==> src/rtl/adc_seq_pkg.sv <==
// Shared constants for the channel sweep sequencer: register addresses,
// control and status field positions, and the sequencer state type.
package adc_seq_pkg;
    localparam int NUM_CH = 16;
    localparam int CH_W   = 4;

    localparam logic [1:0] ADR_CTRL = 2'd0;
    localparam logic [1:0] ADR_STAT = 2'd1;
    localparam logic [1:0] ADR_DATA = 2'd2;
    localparam logic [1:0] ADR_CLR  = 2'd3;

    localparam int CTL_CNT_LSB = 16;
    localparam int CTL_SWEEP   = 20;
    localparam int CTL_TAG     = 21;
    localparam int CTL_EXT     = 22;
    localparam int CTL_MAN     = 23;

    localparam int STA_BUSY = 8;
    localparam int STA_OVF  = 9;

    typedef enum logic [1:0] {
        SQ_IDLE  = 2'd0,
        SQ_ISSUE = 2'd1,
        SQ_WAIT  = 2'd2
    } seq_state_t;
endpackage

==> src/rtl/adc_chan_pick.sv <==
// Finds the lowest enabled channel whose index is at least `start`.
// Assumes NUM_CH fits in CH_W bits; `start` may equal NUM_CH (no match).
module adc_chan_pick #(
    parameter int NUM_CH = 16,
    parameter int CH_W   = 4
) (
    input  logic [NUM_CH-1:0] mask,
    input  logic [CH_W:0]     start,
    output logic              found,
    output logic [CH_W-1:0]   idx
);
    // Priority scan from the top so the lowest qualifying index wins.
    always_comb begin
        found = 1'b0;
        idx   = '0;
        for (int i = NUM_CH - 1; i >= 0; i--) begin
            if (mask[i] && (i >= int'(start))) begin
                found = 1'b1;
                idx   = CH_W'(i);
            end
        end
    end
endmodule

==> src/rtl/adc_result_fifo.sv <==
// Result FIFO with drop-on-full, sticky overflow and a synchronous clear.
// Assumes DEPTH is a power of two. Clear wins over push and pop.
module adc_result_fifo #(
    parameter int DEPTH = 16,
    parameter int W     = 16,
    localparam int PTR_W = $clog2(DEPTH),
    localparam int CNT_W = $clog2(DEPTH + 1)
) (
    input  logic             clk,
    input  logic             rst_n,
    input  logic             clr,
    input  logic             push,
    input  logic [W-1:0]     din,
    input  logic             pop,
    output logic [W-1:0]     head,
    output logic [CNT_W-1:0] count,
    output logic             ovf
);
    logic [W-1:0]     mem [DEPTH];
    logic [PTR_W-1:0] rd_ptr, wr_ptr;
    logic             empty, full, pop_ok, push_ok;

    // Occupancy decode and accepted-operation qualifiers.
    always_comb begin
        empty   = (count == '0);
        full    = (count == CNT_W'(DEPTH));
        pop_ok  = pop && !empty;
        push_ok = push && (!full || pop_ok);
        head    = empty ? '0 : mem[rd_ptr];
    end

    // Pointer, count and overflow bookkeeping.
    always_ff @(posedge clk) begin
        if (!rst_n || clr) begin
            rd_ptr <= '0;
            wr_ptr <= '0;
            count  <= '0;
            ovf    <= 1'b0;
        end else begin
            if (pop_ok)  rd_ptr <= rd_ptr + 1'b1;
            if (push_ok) wr_ptr <= wr_ptr + 1'b1;
            count <= count + CNT_W'(push_ok) - CNT_W'(pop_ok);
            if (push && !push_ok) ovf <= 1'b1;
        end
    end

    // Storage write; contents need no reset.
    always_ff @(posedge clk) begin
        if (push_ok && !clr) mem[wr_ptr] <= din;
    end
endmodule

==> src/rtl/adc_seq_fsm.sv <==
// Conversion sequencer: snapshots the configuration on an accepted trigger,
// issues one request per conversion and builds tagged result words.
// Assumes the converter answers each request with exactly one valid pulse.
module adc_seq_fsm
    import adc_seq_pkg::*;
#(
    parameter int SAMPLE_W = 12,
    localparam int WORD_W = SAMPLE_W + CH_W
) (
    input  logic                clk,
    input  logic                rst_n,
    input  logic                trig,
    input  logic [NUM_CH-1:0]   cfg_mask,
    input  logic [3:0]          cfg_cnt,
    input  logic                cfg_sweep,
    input  logic                cfg_tag,
    input  logic                conv_valid,
    input  logic [SAMPLE_W-1:0] conv_data,
    output logic                conv_req,
    output logic [CH_W-1:0]     conv_chan,
    output logic                busy,
    output logic                push,
    output logic [WORD_W-1:0]   push_word,
    output logic [NUM_CH-1:0]   act_mask,
    output logic                act_tag
);
    seq_state_t          state;
    logic [CH_W-1:0]     cur_ch;
    logic [3:0]          round;
    logic [3:0]          snap_cnt;
    logic                snap_sweep;
    logic [NUM_CH-1:0]   pick_mask;
    logic                first_found, next_found;
    logic [CH_W-1:0]     first_idx, next_idx;

    // First-channel search uses the live config when idle, the snapshot otherwise.
    always_comb pick_mask = (state == SQ_IDLE) ? cfg_mask : act_mask;

    adc_chan_pick #(.NUM_CH(NUM_CH), .CH_W(CH_W)) u_first (
        .mask(pick_mask), .start('0), .found(first_found), .idx(first_idx)
    );
    adc_chan_pick #(.NUM_CH(NUM_CH), .CH_W(CH_W)) u_next (
        .mask(act_mask), .start({1'b0, cur_ch} + 1'b1),
        .found(next_found), .idx(next_idx)
    );

    // Port-side decode of the state.
    always_comb begin
        conv_req  = (state == SQ_ISSUE);
        conv_chan = cur_ch;
        busy      = (state != SQ_IDLE);
        push      = (state == SQ_WAIT) && conv_valid;
        push_word = {act_tag ? cur_ch : {CH_W{1'b0}}, conv_data};
    end

    // Sequencing: accept trigger, step channels, count rounds.
    always_ff @(posedge clk) begin
        if (!rst_n) begin
            state      <= SQ_IDLE;
            cur_ch     <= '0;
            round      <= '0;
            snap_cnt   <= '0;
            snap_sweep <= 1'b0;
            act_mask   <= '0;
            act_tag    <= 1'b0;
        end else begin
            unique case (state)
                SQ_IDLE: begin
                    if (trig && first_found) begin
                        act_mask   <= cfg_mask;
                        act_tag    <= cfg_tag;
                        snap_cnt   <= cfg_cnt;
                        snap_sweep <= cfg_sweep;
                        cur_ch     <= first_idx;
                        round      <= '0;
                        state      <= SQ_ISSUE;
                    end
                end
                SQ_ISSUE: state <= SQ_WAIT;
                SQ_WAIT: begin
                    if (conv_valid) begin
                        if (snap_sweep && next_found) begin
                            cur_ch <= next_idx;
                            state  <= SQ_ISSUE;
                        end else if (round == snap_cnt) begin
                            state <= SQ_IDLE;
                        end else begin
                            round  <= round + 1'b1;
                            cur_ch <= first_idx;
                            state  <= SQ_ISSUE;
                        end
                    end
                end
                default: state <= SQ_IDLE;
            endcase
        end
    end
endmodule

==> src/rtl/adc_sweep_ctrl.sv <==
// Top of the channel sweep sequencer: register decode, trigger selection,
// sequencer and result FIFO. Register reads are combinational; a read strobe
// at the data address pops one entry at the clock edge.
module adc_sweep_ctrl
    import adc_seq_pkg::*;
#(
    parameter int FIFO_DEPTH = 16,
    parameter int SAMPLE_W   = 12,
    localparam int WORD_W = SAMPLE_W + CH_W,
    localparam int CNT_W  = $clog2(FIFO_DEPTH + 1)
) (
    input  logic                clk,
    input  logic                rst_n,
    input  logic                reg_wr,
    input  logic                reg_rd,
    input  logic [1:0]          reg_addr,
    input  logic [31:0]         reg_wdata,
    output logic [31:0]         reg_rdata,
    input  logic                ext_trig,
    output logic                conv_req,
    output logic [CH_W-1:0]     conv_chan,
    input  logic                conv_valid,
    input  logic [SAMPLE_W-1:0] conv_data
);
    logic [NUM_CH-1:0] ctrl_mask, cfg_mask;
    logic [3:0]        ctrl_cnt, cfg_cnt;
    logic              ctrl_sweep, ctrl_tag, ctrl_ext;
    logic              cfg_sweep, cfg_tag;
    logic              ctrl_wr, clr_wr, pop_rd, trig;
    logic              seq_busy, seq_push, act_tag;
    logic [NUM_CH-1:0] act_mask;
    logic [WORD_W-1:0] seq_word, fifo_head;
    logic [CNT_W-1:0]  fifo_cnt;
    logic              fifo_ovf;

    // Strobe decode, write-through config and trigger source selection.
    always_comb begin
        ctrl_wr   = reg_wr && (reg_addr == ADR_CTRL);
        clr_wr    = reg_wr && (reg_addr == ADR_CLR) && reg_wdata[0];
        pop_rd    = reg_rd && (reg_addr == ADR_DATA);
        cfg_mask  = ctrl_wr ? reg_wdata[NUM_CH-1:0] : ctrl_mask;
        cfg_cnt   = ctrl_wr ? reg_wdata[CTL_CNT_LSB +: 4] : ctrl_cnt;
        cfg_sweep = ctrl_wr ? reg_wdata[CTL_SWEEP] : ctrl_sweep;
        cfg_tag   = ctrl_wr ? reg_wdata[CTL_TAG] : ctrl_tag;
        trig      = (ctrl_wr && reg_wdata[CTL_MAN] && !reg_wdata[CTL_EXT])
                  || (ctrl_ext && ext_trig);
    end

    // Control register storage; the manual trigger bit is not stored.
    always_ff @(posedge clk) begin
        if (!rst_n) begin
            ctrl_mask  <= '0;
            ctrl_cnt   <= '0;
            ctrl_sweep <= 1'b0;
            ctrl_tag   <= 1'b0;
            ctrl_ext   <= 1'b0;
        end else if (ctrl_wr) begin
            ctrl_mask  <= reg_wdata[NUM_CH-1:0];
            ctrl_cnt   <= reg_wdata[CTL_CNT_LSB +: 4];
            ctrl_sweep <= reg_wdata[CTL_SWEEP];
            ctrl_tag   <= reg_wdata[CTL_TAG];
            ctrl_ext   <= reg_wdata[CTL_EXT];
        end
    end

    adc_seq_fsm #(.SAMPLE_W(SAMPLE_W)) u_seq (
        .clk(clk), .rst_n(rst_n), .trig(trig),
        .cfg_mask(cfg_mask), .cfg_cnt(cfg_cnt), .cfg_sweep(cfg_sweep), .cfg_tag(cfg_tag),
        .conv_valid(conv_valid), .conv_data(conv_data),
        .conv_req(conv_req), .conv_chan(conv_chan), .busy(seq_busy),
        .push(seq_push), .push_word(seq_word), .act_mask(act_mask), .act_tag(act_tag)
    );

    adc_result_fifo #(.DEPTH(FIFO_DEPTH), .W(WORD_W)) u_fifo (
        .clk(clk), .rst_n(rst_n), .clr(clr_wr),
        .push(seq_push), .din(seq_word), .pop(pop_rd),
        .head(fifo_head), .count(fifo_cnt), .ovf(fifo_ovf)
    );

    // Read data multiplexer.
    always_comb begin
        reg_rdata = '0;
        unique case (reg_addr)
            ADR_CTRL: begin
                reg_rdata[NUM_CH-1:0]        = ctrl_mask;
                reg_rdata[CTL_CNT_LSB +: 4]  = ctrl_cnt;
                reg_rdata[CTL_SWEEP]         = ctrl_sweep;
                reg_rdata[CTL_TAG]           = ctrl_tag;
                reg_rdata[CTL_EXT]           = ctrl_ext;
            end
            ADR_STAT: begin
                reg_rdata[CNT_W-1:0] = fifo_cnt;
                reg_rdata[STA_BUSY]  = seq_busy;
                reg_rdata[STA_OVF]   = fifo_ovf;
            end
            ADR_DATA: reg_rdata[WORD_W-1:0] = fifo_head;
            default:  reg_rdata = '0;
        endcase
    end
endmodule

==> config.mk <==
export PLATFORM = sky130hd
export DESIGN_NAME = adc_sweep_ctrl
export DESIGN_NICKNAME = d
export VERILOG_FILES = /design/src/rtl/adc_seq_pkg.sv /design/src/rtl/adc_chan_pick.sv /design/src/rtl/adc_result_fifo.sv /design/src/rtl/adc_seq_fsm.sv /design/src/rtl/adc_sweep_ctrl.sv
export SDC_FILE = /design/constraint.sdc
export NUM_CORES = 1
export LEC_CHECK = 0
export BUFFER_PORTS_ARGS = -buffer_cell sky130_fd_sc_hd__buf_2
export CORE_MARGIN = 5
export CORE_UTILIZATION = 35
export CTS_BUF_LIST = sky130_fd_sc_hd__clkbuf_8
export CTS_CLUSTER_SIZE = 30
export DETAILED_ROUTE_END_ITERATION = 8
export PLACE_DENSITY = 0.49
export SLEW_MARGIN = 20
export SYNTH_ARGS = -nofsm -noshare
export SYNTH_HDL_FRONTEND = slang
export SYNTH_SLANG_ARGS = --single-unit
export TNS_END_PERCENT = 1
==> constraint.sdc <==
create_clock -name clk -period 4.8 [get_ports clk]
set_input_delay 0.96 -clock clk [delete_from_list [all_inputs] [get_ports clk]]
set_output_delay 0.96 -clock clk [all_outputs]
set_load 0.01 [all_outputs]
* Word-level counts from Yosys, hierarchy flattened
Memory sizes are Yosys's and may differ from the RTL's. A register that Yosys moved wholly into a read port is not among the register bits.
Index checks and enable logic that the tools add are counted.
** Word-level totals
- Register bits after elaboration :: 69
- Bits in latches :: 0
- Memory bits (writable) :: 256
- Memory bits (read-only) :: 0
- Input bits :: 52
- Memories kept :: 1
** Memories
- u_fifo.mem :: words 16, width 16, read ports 1, clocked after memory_dff 1, write ports 1, RTL line adc_result_fifo.sv:19 : logic [W-1:0] mem [DEPTH];
** Operators by class
- Add/subtract/negate cells :: 6
- Multipliers :: 0
- Div/mod/pow operators :: 0
- $lt $le $gt $ge :: 16
- Equality and inequality tests :: 12
- Shifts and indexed selects :: 0
- Multiplexer cells :: 95
- Bitwise operators :: 0
- Reductions and logical operators :: 48
** Operators with widths (count)
- 4-bit two-way mux :: 44
- 16-bit two-way mux :: 3
- 4-bit by 5-bit >= comparator with 1-bit output (first input constant) :: 8
- 1-bit two-way mux :: 37
- 1-bit logical AND :: 30
- 3-bit by 5-bit >= comparator with 1-bit output (first input constant) :: 4
- 4-bit case mux with 2 select lines :: 2
- 5-bit case mux with 3 select lines :: 1
- 4-bit by 1-bit adder with 4-bit output (second input constant) :: 3
- 2-bit case mux with 3 select lines :: 2
- 6-bit case mux with 2 select lines :: 1
- 1-bit by 5-bit >= comparator with 1-bit output (first input constant) :: 2
- 2-bit by 5-bit >= comparator with 1-bit output (first input constant) :: 2
- 2-bit inequality test (second input constant) :: 4
- 7-bit two-way mux :: 1
- 2-bit == test (second input constant) :: 3
- 1-bit logical NOT :: 6
- 2-bit two-way mux :: 3
- 3-bit case mux with 2 select lines :: 1
- 4-bit by 1-bit adder with 5-bit output (second input constant) :: 1
- 5-bit by 1-bit adder with 5-bit output :: 1
- 5-bit == test (second input constant) :: 1
- 5-bit logical NOT :: 1
- 5-bit AND reduction :: 1
- other kinds (9) :: 15

* Longest topological paths before layout
- Word-level depth :: 24
- Mapped depth :: 17

* Hierarchy
Synthesis repeated with hierarchy kept, for this count alone.
** Unflattened totals
- Cell total of the unflattened synthesis :: 1081
- Area, all modules :: 15290.9 um^2
** Modules (own cells, without submodules)
- adc_result_fifo :: instances 1, cells an instance 540, area an instance 10867.9 um^2
- adc_seq_fsm :: instances 1, cells an instance 202, area an instance 1760.4 um^2
- adc_sweep_ctrl :: instances 1, cells an instance 185, area an instance 1704.1 um^2
- adc_chan_pick :: instances 2, cells an instance 77, area an instance 479.2 um^2

* Worst setup path before layout
Ideal clock, no wire load.
- Path kind :: input to register
- Start :: input port reg_addr[1]
- End :: memory u_fifo.mem[11][0] (enable)
- Library setup time :: 388 ps
- Arrival :: 2935 ps
- Data required time :: 4412 ps
- Path slack :: 1476 ps
- Stages :: 6
- Path buffers :: 1
- Cells stage by stage :: buf_2 -> nand3b_1 -> or2_2 -> a31oi_2 -> nand2_1 -> nor2_1
** On the way
- Cells in the longest elaborated chain, start to end :: 8
** RTL lines
- start: declaration :: RTL line adc_sweep_ctrl.sv:16 : input logic [1:0] reg_addr,
- 2-bit == test :: RTL line adc_sweep_ctrl.sv:40 : pop_rd = reg_rd && (reg_addr == ADR_DATA);
- 1-bit logical AND :: RTL line adc_sweep_ctrl.sv:40
- 1-bit logical AND :: RTL line adc_result_fifo.sv:27 : pop_ok = pop && !empty;
- 1-bit logical OR :: RTL line adc_result_fifo.sv:28 : push_ok = push && (!full || pop_ok);
- 1-bit logical AND :: RTL line adc_result_fifo.sv:28
- net u_fifo.push_ok :: RTL line adc_result_fifo.sv:21 : logic empty, full, pop_ok, push_ok;
- 1-bit logical AND :: RTL line adc_result_fifo.sv:49 : if (push_ok && !clr) mem[wr_ptr] <= din;
- 1-bit two-way mux :: RTL line adc_result_fifo.sv:49
- 1-bit two-way mux (implied by the code) :: RTL line adc_result_fifo.sv:49
- end: declaration :: RTL line adc_result_fifo.sv:19
The timed path passes the listed nets, and every way through them passes these cells.

==> reports/metrics.yaml <==
worst_setup_path:
  crit_type: "reg2out"
  r2r-end: "u_fifo.mem[3][12]"
  path_delay_family: "multiplexers"
  slowest_stage: "dfxtp_4"
  r2r_setup_slack_ps: 1380
  cpPeakStageDelay_ps: 640
  crit_buf_inv: 3
  crit_fanout: 21
  timing.rr.start: "u_fifo.count[3]"
  startpoint_type: "flop"
  crit_top_cell: "mux4_2"
  end_kind: "primary output"
  reg2reg_depth: 11
  crit_required_ps: 3840
  crit_path_cell_trace: "buf_4, mux4_2, mux4_2, inv_1, o22ai_1, buf_2"
  cp.arrival_ps: 3190
timing:
  hold_violations: 0
  timing.fmax_mhz: 241.3
  holdWs_ps: 466.7
  slew_headroom_pct: 47.73
  fin_skew_ps: 34.80
  period_share_pct: 86.36
  slew_viol_final: 0
  rsz0062_at_grt: "false"
  min_period_ps: 4145
  worstMarginPinSlew_ps: 783.0
  setup_tns_ps: 0
  setup_viol: 0
hold_path:
  hp-class: "reg2reg"
  hold_start: "u_fifo.ovf"
  hold-path-endpoint: "u_fifo.ovf"
  min_path_cells: 2
pwr:
  clkPwrFrac_pct: 38.8
  p_per_area_nw_per_um2: 363.0
  peakVddDrop_mv: 0.1743
  seqPwrFrac_pct: 52.2
  cellLeakagePower_nw: 5.846
  p_switching_mw: 1.511
  intPower_mw: 4.503
  swShare_pct: 25.12
  p_comb_share_pct: 9.0
global_routing:
  grt_pass1_wl_um: 54150
  overflow: 0
  antenna_found_initial: 2
  grt_max_degree: 56
  track_usage_pct: 15.88
  first_global_vias: 8710
clock_tree:
  htreeDepth: 2
  cts.reportedPaths.clkPinSlew_ps: 60
  cts_tree: "built"
  post_cts_buffers: 0
  cts_root_buf: "clkbuf_8"
  hold_buffers: 0
  cts_buffers: 56
  cts_sinks: 329
  clk_latency_ps: 650
  ctsResizeCount: 0
  cts_buffer_depth: 3
synthesis:
  synth-seq-cells: 329
  yosysTopAreaCellShare_pct: 53.23
  syn_area_per_cell_um2: 15.12
  synth_area_leaders: "edfxtp_1, mux4_2, dfxtp_1"
  synth-edff-count: 256
  yosysTopAreaCell: "edfxtp_1"
  syn_inst: 955
  syn_area_um2: 14440
  synth_top_flop_cell: "edfxtp_1"
  synth-seq-area-share_pct: 63.35
  async_flop_share_pct: 0
  synthTopCellsByCount: "edfxtp_1, mux4_2, dfxtp_1"
  yosysMostFrequentCell: "edfxtp_1"
  yosysUniqueCellTypes: 86
  synth_warnings: 0
cells_and_area:
  fillCellCount: 3821
  finalNonFillerCells: 1645
  drive_gt1_share_pct: 27.22
  syn2layout_area_growth_pct: 14.72
  finish.net_count: 1136
  n_antenna_cell: 0
  fin_area_um2: 16570
detailed_routing:
  drt_pass1_iterations: 5
  routed_via_density: 5.176
  wire_per_inst_um: 21.94
  drt_iter0_markers: 510
  antenna_left: 0
  drc_errors: 0
  vias: 8515
  totalWireLength_um: 36090
placement:
  portBuffers: 71
  dpl.hpwl_um: 23320
  place_area_um2: 15530
  placed_cells: 1541
  gp_congestion: 0.8585
die:
  dieArea_um2: 45430
  io_pins: 89
  die_h_um: 213.1
  coreArea_um2: 40830
  initial_utilization_pct: 35.37
  num_rows: 74
  die_w_um: 213.1
status:
  status: "completed"
job:
  cap_violations: 0
-- metrics by stage --
stage	worst slack (ps)	utilization, %	power [mW]
after CTS	530.6	40.58	6.124
after global routing	484.3	40.58	6.286
after floorplan	1476	-	3.563
after detailed placement	836.1	38.02	3.748
after global placement	863.4	38.02	3.746
final	654.9	40.58	6.014
-- cells by family (layout without fill, tap and decap cells) --
group | after synthesis | count (layout) | synth area share [%]
simple gates | 226 | 226 | 8.369
mux | 109 | 109 | 14.49
flops | 329 | 329 | 63.35
fa+ha+maj | 17 | 17 | 1.525
other cells | 1 | 9 | 0.02596
xor+xnor | 13 | 13 | 0.7884
buf+inv | 101 | 251 | 3.171
compound gates | 159 | 159 | 8.282
-- area by class of cell --
type	instances	area (µm²)	share of cell area, %
tap	532	665.6	4.018
sequential	329	9154	55.25
clock inverter	44	216.5	1.306
timing repair buffer	104	628.1	3.791
multi-input combinational	533	4917	29.68
inverter	43	161.4	0.9742
clock buffer	60	825.8	4.984
-- how the worst max path moves through the flow --
stage                        endpoint  cells past startpoint        start  slack (ps)
floorplan           u_fifo.mem[11][0]                      6  reg_addr[1]        1480
global placement    u_seq.act_mask[0]                     10  reg_addr[1]         860
detailed placement  u_seq.act_mask[0]                     10  reg_addr[1]         840
CTS                      reg_rdata[4]                      6         flop         530
global route             reg_rdata[2]                      6         flop         480
finish                   reg_rdata[4]                      6         flop         650
-- routing by layer --
layer / up-vias / share of wire [%] / global-route usage [%]
li1: 3923 / - / -
met1: 4341 / 43 / 20.78
met2: 198 / 50 / 27.44
met3: 49 / 4.5 / 2.601
met4: 4 / 1.8 / 4.649
met5: - / 0.069 / 0
-- cell usage in the layout, fill, tap and decap left out, types with 4 or more instances in the layout --
cell      count
a211oi_1      5
a21boi_0      4
a21o_1        4
a21oi_1      20
a31oi_1       5
and2_1       13
buf_2        71
buf_4        31
clkbuf_8     60
clkinv_1     13
clkinv_2      8
conb_1        9
dfxtp_1      71
edfxtp_1    256
ha_1         16
inv_1        61
mux2i_1      28
mux4_2       80
nand2_1      58
nand2b_1     10
nand3_1       6
nand3b_1      5
nand4_1       4
nor2_1       30
nor2_2       17
nor2b_1      31
nor3_1       19
nor4_1        5
o211a_1      22
o211ai_1      7
o21ai_0      34
o22ai_1       9
o31ai_1       6
o41ai_1       4
xnor2_1       5
xor2_1        8
-- flip-flops by register name (all words and copies together), names as in the netlist, named ones only --
| name | cells |
|---|---|
| u_seq.conv_chan | 4 |
| ctrl_tag | 1 |
| ctrl_sweep | 1 |
| u_fifo.wr_ptr | 4 |
| u_seq.act_mask | 16 |
| u_fifo.ovf | 1 |
| u_fifo.count | 5 |
| u_seq.state | 2 |
| ctrl_cnt | 4 |
| ctrl_ext | 1 |
| u_seq.snap_sweep | 1 |
| ctrl_mask | 16 |
| u_seq.snap_cnt | 4 |
| u_seq.act_tag | 1 |
| u_fifo.rd_ptr | 4 |
| u_seq.round | 4 |
| u_fifo.mem | 256 |
-- worst reg2reg max path, cell delays in order, from the launching register on --
cell and delay (ps):
dfxtp_1 370, inv_1 70, ha_1 180, nor3b_1 170, nand2b_1 90, nand3b_1 70
buf_4 210, or2_2 340, a31oi_2 470, nand2_1 300, nor2_2 520, buf_4 320
-- power groups by stage --
stage / sequential [mW] / combinational, mW / clock, mW
2_1_floorplan: 3.17 / 0.392 / 0
3_3_place_gp: 3.20 / 0.548 / 0
3_5_place_dp: 3.20 / 0.550 / 0
4_1_cts: 3.14 / 0.553 / 2.43
5_1_grt: 3.14 / 0.600 / 2.54
6_report: 3.14 / 0.544 / 2.33
Note: power is estimated with default switching activity, not from simulation.
